--- src/rtl/crc_calc_pkg.sv ---
package crc_calc_pkg;

    localparam int CRC_W    = 16;
    localparam int BYTE_W   = 8;
    localparam int NARROW_W = 8;
    localparam int CODE_W   = 2;

    typedef enum logic [CODE_W-1:0] {
        ST_POLY8    = 2'd0,
        ST_POLY16_A = 2'd1,
        ST_POLY16_B = 2'd2
    } poly_state_e;

    localparam logic [CODE_W-1:0] CODE_RESERVED = 2'd3;

    localparam logic [CRC_W-1:0] GEN_POLY8    = 16'h0007;
    localparam logic [CRC_W-1:0] GEN_POLY16_A = 16'h8005;
    localparam logic [CRC_W-1:0] GEN_POLY16_B = 16'h1021;

    // Mirror the low w bits of p; bits above w come out zero.
    function automatic logic [CRC_W-1:0] mirror_bits(input logic [CRC_W-1:0] p, input int w);
        logic [CRC_W-1:0] r;
        r = '0;
        for (int i = 0; i < CRC_W; i++) begin
            if (i < w) r[w-1-i] = p[i];
        end
        return r;
    endfunction

    localparam logic [CRC_W-1:0] REF_POLY8    = mirror_bits(GEN_POLY8, NARROW_W);
    localparam logic [CRC_W-1:0] REF_POLY16_A = mirror_bits(GEN_POLY16_A, CRC_W);
    localparam logic [CRC_W-1:0] REF_POLY16_B = mirror_bits(GEN_POLY16_B, CRC_W);

endpackage

--- src/rtl/crc_mode_fsm.sv ---
module crc_mode_fsm
    import crc_calc_pkg::*;
(
    input  logic                    clk,
    input  logic                    rst_n,
    input  logic                    cfg_we,
    input  logic [CODE_W-1:0]       cfg_poly,
    input  logic                    cfg_lsb,
    output poly_state_e             state_o,
    output logic                    lsb_o,
    output logic                    clear_o,
    output logic                    narrow_o,
    output logic [CRC_W-1:0]        poly_o,
    output logic [CRC_W-1:0]        refl_o,
    output logic [CRC_W-1:0]        mask_o
);

    poly_state_e state_q, state_d;
    logic        lsb_q, lsb_d;
    logic        code_ok;

    assign code_ok = cfg_we && (cfg_poly != CODE_RESERVED);

    // Next-state logic: any valid code moves to its state.
    always_comb begin
        state_d = state_q;
        lsb_d   = lsb_q;
        clear_o = 1'b0;
        if (code_ok) begin
            lsb_d = cfg_lsb;
            unique case (cfg_poly)
                2'd0:    state_d = ST_POLY8;
                2'd1:    state_d = ST_POLY16_A;
                2'd2:    state_d = ST_POLY16_B;
                default: state_d = state_q;
            endcase
            clear_o = (state_d != state_q);
        end
    end

    // State register.
    always_ff @(posedge clk or negedge rst_n) begin
        if (!rst_n) begin
            state_q <= ST_POLY8;
            lsb_q   <= 1'b0;
        end else begin
            state_q <= state_d;
            lsb_q   <= lsb_d;
        end
    end

    // Outputs decoded from the current state.
    always_comb begin
        unique case (state_q)
            ST_POLY8: begin
                narrow_o = 1'b1;
                poly_o   = GEN_POLY8;
                refl_o   = REF_POLY8;
                mask_o   = {{(CRC_W-NARROW_W){1'b0}}, {NARROW_W{1'b1}}};
            end
            ST_POLY16_A: begin
                narrow_o = 1'b0;
                poly_o   = GEN_POLY16_A;
                refl_o   = REF_POLY16_A;
                mask_o   = {CRC_W{1'b1}};
            end
            ST_POLY16_B: begin
                narrow_o = 1'b0;
                poly_o   = GEN_POLY16_B;
                refl_o   = REF_POLY16_B;
                mask_o   = {CRC_W{1'b1}};
            end
            default: begin
                narrow_o = 1'b1;
                poly_o   = GEN_POLY8;
                refl_o   = REF_POLY8;
                mask_o   = {{(CRC_W-NARROW_W){1'b0}}, {NARROW_W{1'b1}}};
            end
        endcase
    end

    assign state_o = state_q;
    assign lsb_o   = lsb_q;


    reserved_ignored_chk: assert property (@(posedge clk) disable iff (!rst_n)
        (cfg_we && cfg_poly == CODE_RESERVED) |=> ($stable(state_q) && $stable(lsb_q)));


    mode_hold_chk: assert property (@(posedge clk) disable iff (!rst_n)
        !cfg_we |=> ($stable(state_q) && $stable(lsb_q)));

endmodule

--- src/rtl/crc_byte_engine.sv ---
module crc_byte_engine #(
    parameter int CRC_W    = 16,
    parameter int BYTE_W   = 8,
    parameter int NARROW_W = 8
) (
    input  logic [CRC_W-1:0]  crc_i,
    input  logic [BYTE_W-1:0] data_i,
    input  logic              narrow_i,
    input  logic              lsb_i,
    input  logic [CRC_W-1:0]  poly_i,
    input  logic [CRC_W-1:0]  refl_i,
    output logic [CRC_W-1:0]  crc_o
);

    localparam int SH = CRC_W - NARROW_W;

    logic [CRC_W-1:0] msb_chain [0:BYTE_W];
    logic [CRC_W-1:0] lsb_chain [0:BYTE_W];
    logic [CRC_W-1:0] poly_al;
    logic [CRC_W-1:0] crc_al;
    logic [CRC_W-1:0] data_ext;
    logic [CRC_W-1:0] msb_out;

    assign data_ext = {{(CRC_W-BYTE_W){1'b0}}, data_i};

    // The narrow polynomial runs MSB-first in the top bits of the chain.
    assign poly_al = narrow_i ? (poly_i << SH) : poly_i;
    assign crc_al  = narrow_i ? (crc_i << SH)  : crc_i;

    assign msb_chain[0] = crc_al ^ (data_ext << (CRC_W - BYTE_W));
    assign lsb_chain[0] = crc_i ^ data_ext;

    for (genvar g = 0; g < BYTE_W; g++) begin : g_bit
        assign msb_chain[g+1] = msb_chain[g][CRC_W-1] ? ((msb_chain[g] << 1) ^ poly_al)
                                                      :  (msb_chain[g] << 1);
        assign lsb_chain[g+1] = lsb_chain[g][0] ? ((lsb_chain[g] >> 1) ^ refl_i)
                                                :  (lsb_chain[g] >> 1);
    end

    assign msb_out = narrow_i ? (msb_chain[BYTE_W] >> SH) : msb_chain[BYTE_W];
    assign crc_o   = lsb_i ? lsb_chain[BYTE_W] : msb_out;

endmodule

--- src/rtl/crc_calc.sv ---
module crc_calc
    import crc_calc_pkg::*;
(
    input  logic        clk,
    input  logic        rst_n,
    input  logic        cfg_we,
    input  logic [1:0]  cfg_poly,
    input  logic        cfg_lsb,
    input  logic        res_we,
    input  logic [15:0] res_wdata,
    input  logic        din_we,
    input  logic [7:0]  din,
    output logic [15:0] crc_out,
    output logic [1:0]  poly_sel_out,
    output logic        lsb_out
);

    poly_state_e      state;
    logic             lsb_mode;
    logic             clear;
    logic             narrow;
    logic [CRC_W-1:0] poly_n;
    logic [CRC_W-1:0] poly_r;
    logic [CRC_W-1:0] mask;
    logic [CRC_W-1:0] crc_q;
    logic [CRC_W-1:0] crc_next;

    crc_mode_fsm u_mode (
        .clk      (clk),
        .rst_n    (rst_n),
        .cfg_we   (cfg_we),
        .cfg_poly (cfg_poly),
        .cfg_lsb  (cfg_lsb),
        .state_o  (state),
        .lsb_o    (lsb_mode),
        .clear_o  (clear),
        .narrow_o (narrow),
        .poly_o   (poly_n),
        .refl_o   (poly_r),
        .mask_o   (mask)
    );

    crc_byte_engine #(
        .CRC_W    (CRC_W),
        .BYTE_W   (BYTE_W),
        .NARROW_W (NARROW_W)
    ) u_engine (
        .crc_i    (crc_q),
        .data_i   (din),
        .narrow_i (narrow),
        .lsb_i    (lsb_mode),
        .poly_i   (poly_n),
        .refl_i   (poly_r),
        .crc_o    (crc_next)
    );

    // Priority: polynomial change clears, then seed, then data byte.
    always_ff @(posedge clk or negedge rst_n) begin
        if (!rst_n) begin
            crc_q <= '0;
        end else if (clear) begin
            crc_q <= '0;
        end else if (res_we) begin
            crc_q <= res_wdata & mask;
        end else if (din_we) begin
            crc_q <= crc_next;
        end
    end

    assign crc_out      = crc_q;
    assign poly_sel_out = state;
    assign lsb_out      = lsb_mode;


    narrow_upper_zero_chk: assert property (@(posedge clk) disable iff (!rst_n)
        (poly_sel_out == 2'd0) |-> (crc_out[15:8] == 8'h00));


    poly_change_clear_chk: assert property (@(posedge clk) disable iff (!rst_n)
        (cfg_we && cfg_poly != 2'd3 && cfg_poly != poly_sel_out) |=> (crc_out == '0));


    seed_load_chk: assert property (@(posedge clk) disable iff (!rst_n)
        (res_we && !(cfg_we && cfg_poly != 2'd3 && cfg_poly != poly_sel_out))
        |=> (crc_out == ($past(res_wdata) & ((poly_sel_out == 2'd0) ? 16'h00FF : 16'hFFFF))));


    crc_hold_chk: assert property (@(posedge clk) disable iff (!rst_n)
        (!cfg_we && !res_we && !din_we) |=> $stable(crc_out));

endmodule

--- config.mk ---
export PLATFORM = sky130hd
export DESIGN_NAME = crc_calc
export DESIGN_NICKNAME = d
export VERILOG_FILES = /design/src/rtl/crc_calc_pkg.sv /design/src/rtl/crc_mode_fsm.sv /design/src/rtl/crc_byte_engine.sv /design/src/rtl/crc_calc.sv
export SDC_FILE = /design/constraint.sdc
export NUM_CORES = 1
export LEC_CHECK = 0
export BUFFER_PORTS_ARGS = -buffer_cell sky130_fd_sc_hd__clkbuf_2
export CAP_MARGIN = 0
export CORE_MARGIN = 4
export CORE_UTILIZATION = 50
export DETAILED_ROUTE_END_ITERATION = 6
export GPL_ROUTABILITY_DRIVEN = 0
export PLACE_DENSITY = 0.71
export REMOVE_ABC_BUFFERS = 1
export SETUP_SLACK_MARGIN = 0.2
export SLEW_MARGIN = 20
export SYNTH_ARGS = -nofsm -noshare
export SYNTH_HDL_FRONTEND = slang
export SYNTH_SLANG_ARGS = --single-unit
--- constraint.sdc ---
create_clock -name clk -period 10.45 [get_ports clk]
set_clock_uncertainty 0.1 [all_clocks]
set_input_delay 2.09 -clock clk [delete_from_list [all_inputs] [get_ports clk]]
set_output_delay 2.09 -clock clk [all_outputs]
set_load 0.02 [all_outputs]
==> results of run 1 <==
registers in the layout (all words and copies together) (netlist names):
| register | cells |
|---|---|
| crc_out | 16 |
| u_mode.lsb_o | 1 |
| u_mode.state_o | 2 |
power by group through the flow:
stage	Combinational, mW	Sequential [mW]	Clock, mW
5_1_grt	1.36	0.142	0.0590
6_report	1.27	0.141	0.0549
2_1_floorplan	0.979	0.145	0
4_1_cts	1.25	0.139	0.0558
3_3_place_gp	1.22	0.139	0
3_5_place_dp	1.23	0.140	0
metal layers:
layer	track usage (%)	vias up
met1	40.04	1738
met5	0	-
met3	2.447	21
met4	6.872	0
li1	-	1767
met2	40.07	224
kinds of logic after synthesis:
kind of cell / synth area share [%]
flip-flops: 12.37
AND/OR/NAND/NOR: 21.22
XOR/XNOR: 35.71
adder cells (fa/ha/maj): 0.9767
AO/OA/AOI/OAI: 20.61
multiplexers: 5.208
buffers and inverters: 3.906
stage by stage:
stage	total power, mW	instance area [um2]	hold slack (ns)	worst slack, ns	instances
floorplan	1.124	3720	0.5620	5.112	457
global placement	1.363	4111	0.4764	4.554	608
detailed placement	1.374	4111	0.4848	4.504	608
CTS	1.441	4156	0.5029	4.771	612
global route	1.561	4156	0.5651	4.565	612
finish	1.468	4156	0.5007	4.714	612
synth_stat cells (all sizes together) (2+ instances only):
master	number	area, um2
clkbuf	21	78.83
o211ai	4	30.03
nand3	16	80.08
nor2b	6	37.54
a22oi	7	57.55
ha	3	37.54
mux2i	14	177.7
nand3b	2	15.01
buf	7	45.04
o22ai	7	43.79
nor3	17	85.08
a211o	3	26.28
a21oi	30	153.9
nand2	49	183.9
nor4	3	18.77
and2	4	27.53
xnor3	12	271.5
xor3	2	48.79
o2bb2ai	2	17.52
dfrtp	19	475.5
a22o	3	26.28
nand4	2	12.51
a221o	2	20.02
or3	6	42.54
or2	3	18.77
a211oi	8	70.06
a31oi	3	18.77
mux2	2	22.52
xnor2	79	729.4
a221oi	5	50.04
and3	6	37.54
inv	6	22.52
nor2	46	177.7
nand2b	7	43.79
a21o	4	30.03
xor2	33	322.8
o21ai	25	125.1
how the worst max path moves through the flow:
stage	slack [ns]	from	end	cells past startpoint
after floorplan	5.11	u_mode.state_o[0]	crc_out[7]	14
after global placement	4.55	din[6]	crc_out[7]	13
after detailed placement	4.50	din[7]	crc_out[7]	11
after CTS	4.77	din[7]	crc_out[7]	11
after global routing	4.57	din[7]	crc_out[7]	11
final	4.71	din[6]	crc_out[7]	13
cell usage in the layout (no fill, tap or decap), types with 3 or more instances in the layout:
| cell type | count |
|---|---|
| xor2_1 | 30 |
| a22oi_1 | 6 |
| a31oi_1 | 3 |
| a221oi_1 | 4 |
| nand2b_1 | 7 |
| o21ai_0 | 21 |
| and3_1 | 6 |
| a21o_1 | 4 |
| o211ai_1 | 4 |
| nor2_1 | 44 |
| o22ai_1 | 7 |
| nand3_1 | 16 |
| or3_1 | 5 |
| nor3_1 | 17 |
| o21ai_1 | 4 |
| clkbuf_8 | 3 |
| dfrtp_1 | 19 |
| a22o_1 | 3 |
| nand2_1 | 49 |
| xnor2_1 | 77 |
| mux2i_1 | 11 |
| clkbuf_2 | 50 |
| nor2b_1 | 6 |
| nor4_1 | 3 |
| a21oi_1 | 29 |
| or2_2 | 3 |
| a211o_1 | 3 |
| mux2i_4 | 3 |
| xnor3_1 | 11 |
| a211oi_1 | 6 |
| inv_1 | 6 |
critical path, stage by stage:
cell and delay [ns]:
clkbuf_2 0.18, xor2_1 0.46, and3_1 0.23, a211oi_1 0.05, o21ai_1 0.31, xor2_2 0.41
xnor2_1 0.23, xnor3_2 0.44, a211oi_2 0.34, o21ai_1 0.14, xnor3_1 0.44, a221oi_2 0.31
a2111oi_2 0.10
final cells by class:
type                            count  area share (%)
Multi-Input combinational cell    431           77.48
Sequential cell                    19           11.44
Timing Repair Buffer               52           6.382
Tap cell                           99           2.980
Clock buffer                        4           1.084
Inverter                            7          0.6321
==> results.tsv, run 1 <==
metric	value	unit
status	finished clean	
proportion of layout cells with a drive suffix above 1	16.37	%
max_slew headroom	38.50	%
post-synthesis cell type count	71	
sw frac	53.04	%
top_reg_cell synth	dfrtp_1	
RR Endpoint	crc_out[7]	
final core utilization	56.40	%
share of total power in combinational logic	86.6	%
die area	9154	um2
1st-pass router iterations	5	
PD cells	353.2	nW/um2
Synth Register Bits	19	
Area growth syn-to-layout	8.138	%
Final Hold Viols	0	
die height	95.68	um
R2R Setup Slk	5.16	ns
DRT met1 WL	5400	um
vias in the first global route	3577	
CP max FO	8	
TritonCTS buffer count	3	
Post-Syn Instances	485	
hold_sp	u_mode.state_o[0]	
port bufs	50	
fmax	0.1743	GHz
Hold Path End	u_mode.state_o[0]	
cell internal pwr	0.6893	mW
Fin Setup TNS	0	ns
met3 wire length	1019	um
Leak	1.716	nW
fin crit period	5.736	ns
critical path type	in -> reg	
htree depth	1	
WL/cell	19.40	um
worst vdd ir	0.1366	mV
multi-input logic area	3221	um2
Post-CTS Setup Bufs	0	
root buf cell	clkbuf_8	
Resized cells post-CTS	0	
vias per std cell	6.127	
critical path arrival	5.75	ns
Async S/R FF share, synth	100.0	%
FF+latch area	475.5	um2
Core ar.	7370	um2
GRT Util Overall	26.49	%
RSZ-0062 raised after global routing	false	
first-pass GRT wire length	18740	um
CTS clock-pin slew for the worst setup and hold paths	0.08	ns
RR Startpoint	u_mode.state_o[0]	
sw power	0.7786	mW
Critical Path RT	10.46	ns
hold_buf cts	0	
Ant. Diodes	0	
final net count	549	
CTS tree	done	
Worst R2R Path Depth	15	
Critical Path Sink Type	register	
final setup fails	0	
HP Class	reg -> reg	
gr ovfl total	0	
crit path launch type	input pin	
Clock Tree Buf Depth	2	
I/O pin total	51	
Worst-Skew Late Latency	0.27	ns
Flop pwr share	9.6	%
FP Rows	31	
WL final	11870	um
met2 WL	5213	um
initial core utilization	52.16	%
max cap viols	0	
clock share of power	3.7	%
initial antenna violation count	0	
number of synthesized flops with an enable pin	0	
Slew @ Worst Pin	0.9225	ns
fin crit share	54.89	%
Syn. warnings	0	
die width	95.68	um
HPWL after DPL	9059	um
antenna viol nets, final	0	
hold-critical path depth	2	
Max Used Layer	met4	
Pins Over Slew Limit	0	
synthesized cell area	3844	um2
sequential area share after synthesis	12.37	%
Via Count	3750	
average size of a mapped cell	7.925	um2
largest net degree at the start of global routing	55	
Fill cells	712	
DR iter-0 viols	438	
DR DRC count	0	
CTS sink cnt	19	
(Power assumes the default switching activity.)
==> run 2: changes to the inputs <==
Settings changed: ABC_AREA set to 1, PLACE_DENSITY 0.71 to 0.7.
Clock period 10.45 ns to 6 ns, I/O delays scaled along.
==> results.tsv, run 2 <==
metric	value	unit	change
status	finished clean		
Max Used Layer	met4		
root buf cell	clkbuf_8		
fmax	0.2371	GHz	
CTS tree	done		
final setup fails	0		unchanged
commonest non-fill, non-tap cell in the layout	nand2_1		
initial core utilization	51.87	%	-0.29 points
htree depth	1		unchanged
Via Count	4790		+28%
Yosys top cell area share	24.88	%	+7.3 points
Slew @ Worst Pin	0.7742	ns	-0.1483 ns
Syn. warnings	0		unchanged
Fin Setup TNS	0	ns	unchanged
CTS clock-pin slew for the worst setup and hold paths	0.07	ns	about the same
Synth area leader	nand2_1		
Ant. Diodes	0		unchanged
most common cell in the netlist	nand2_1		
most frequent CP cell	nand2_1		
top_reg_cell synth	dfrtp_1		
proportion of layout cells with a drive suffix above 1	15.75	%	-0.62 points
RSZ-0062 raised after global routing	false		
Worst-Skew Late Latency	0.26	ns	about the same
final net count	785		+43%
gr ovfl total	0		unchanged
critical path type	reg -> reg		
CP max FO	39		+31
Fin Hold WS	0.4183	ns	-0.08239 ns
Resized cells post-CTS	0		unchanged
largest net degree at the start of global routing	50		-9.1%
Post-Syn Instances	714		+47%
number of synthesized flops with an enable pin	0		unchanged
port bufs	50		unchanged
1st-pass router iterations	5		unchanged
HPWL after DPL	10300	um	+14%
post-synthesis cell type count	44		-38%
average size of a mapped cell	5.643	um2	-29%
max reg flops	16		unchanged
vias in the first global route	4312		+21%
Critical Path Sink Type	register		
synthesized cell area	4029	um2	+4.8%
TritonCTS buffer count	3		unchanged
crit path launch type	register		
CTS sink cnt	19		unchanged
Synth Register Bits	19		unchanged
critical path's slowest cell	inv_2		
fin crit period	4.218	ns	
hold_buf cts	0		unchanged
antenna viol nets, final	0		unchanged
met2 WL	5983	um	+15%
most frequent cells in the layout	267 x nand2_1, 82 x nand3_1, 62 x nor2_1, 60 x inv_1, 50 x clkbuf_2		
max_slew headroom	48.07	%	+9.6 points
WL final	13400	um	+13%
multi-input logic area	3123	um2	-3.0%
first-pass GRT wire length	21560	um	+15%
Pins Over Slew Limit	0		unchanged
Final Hold Viols	0		unchanged
CP peak stage delay	0.53	ns	+0.07 ns
vias per std cell	5.629		-8.1%
die height	97.77	um	+2.2%
top area cells in the synthesized netlist	nand2_1 25%, dfrtp_1 12%, nand3_1 10%, xor2_1 8.5%, nor2_1 5.8%		
max cap viols	0		unchanged
GRT Util Overall	27.46	%	+0.97 points
DRT met1 WL	5684	um	+5.3%
initial antenna violation count	0		unchanged
DR DRC count	0		unchanged
FP Rows	32		+3.2%
final core utilization	55.77	%	-0.63 points
I/O pin total	51		unchanged
Clock Tree Buf Depth	2		unchanged
Post-CTS Setup Bufs	0		unchanged
WL/cell	15.74	um	-19%
Critical Path RT	6.05	ns	-4.41 ns
Async S/R FF share, synth	100.0	%	unchanged
met3 wire length	1297	um	+27%
Area growth syn-to-layout	7.515	%	
sequential area share after synthesis	11.80	%	-0.57 points
critical path arrival	4.27	ns	-1.48 ns
die width	97.77	um	+2.2%
HP Class	reg -> reg		
synth cell count leaders	267 x nand2_1, 82 x nand3_1, 62 x nor2_1, 60 x inv_1, 39 x xor2_1		
Core ar.	7767	um2	+5.4%
FF+latch area	475.5	um2	unchanged
DR iter-0 viols	463		+5.7%
Fill cells	833		+17%
die area	9558	um2	+4.4%
fin crit share	70.31	%	
## run 2: cells by family (layout without fill, tap and decap cells)
kind of cell	Yosys count	count (layout)	synth area share, %
AOI/OAI and AO/OA	68	68	9.410
buffers and inverters	95	130	10.68
xor gates and xnor gates	55	55	12.30
and+or+nand+nor	474	474	54.88
DFF	19	19	11.80
adders and majority gates	3	3	0.9318
## run 2: worst paths after layout
| path | depth (start not counted) | startpoint | slack [ns] | to |
|---|---|---|---|---|
| max in group asynchronous | 1 | rst_n | 4.64 | crc_out[9] |
| min in group asynchronous | 1 | rst_n | 0.80 | crc_out[12] |
| setup / recovery | 28 | u_mode.state_o[0] | 1.78 | crc_out[15] |
| hold reg to reg | 2 | crc_out[10] | 0.42 | crc_out[10] |
| setup reg to reg | 28 | u_mode.state_o[0] | 1.78 | crc_out[15] |
| hold / removal | 2 | crc_out[10] | 0.42 | crc_out[10] |
## run 2: worst max-delay path: cells and delay by family, from the launching register on
family	cells	cell delay, ns
simple gates	24	2.57
fa+ha+maj	1	0.33
flops	1	0.41
buf+inv	3	0.69
## run 2: cell type report
| cell class | count | area share (%) |
|---|---|---|
| multi-input cells | 600 | 72.10 |
| repair buffers | 54 | 6.470 |
| clock buffers | 4 | 1.040 |
| inverters | 72 | 6.470 |
| well taps | 102 | 2.946 |
| flip-flops and latches | 19 | 10.98 |
## run 2: metal layers
metal	up-vias	global-route usage, %
met2	260	44.07
li1	2336	-
met1	2162	38.04
met4	0	9.265
met3	32	3.643
met5	-	0
## run 2: per-stage QoR
step / std cells / setup slack (ns) / cell area (um2)
3_3_place_gp: 847 / 1.789 / 4287
6_report: 851 / 1.782 / 4332
2_1_floorplan: 691 / 1.363 / 3879
3_5_place_dp: 847 / 1.735 / 4287
4_1_cts: 851 / 1.893 / 4332
5_1_grt: 851 / 1.403 / 4332
Power of run 2 is not shown: default switching activity piles up to over one toggle a cycle in this logic, so the estimate is an artifact.
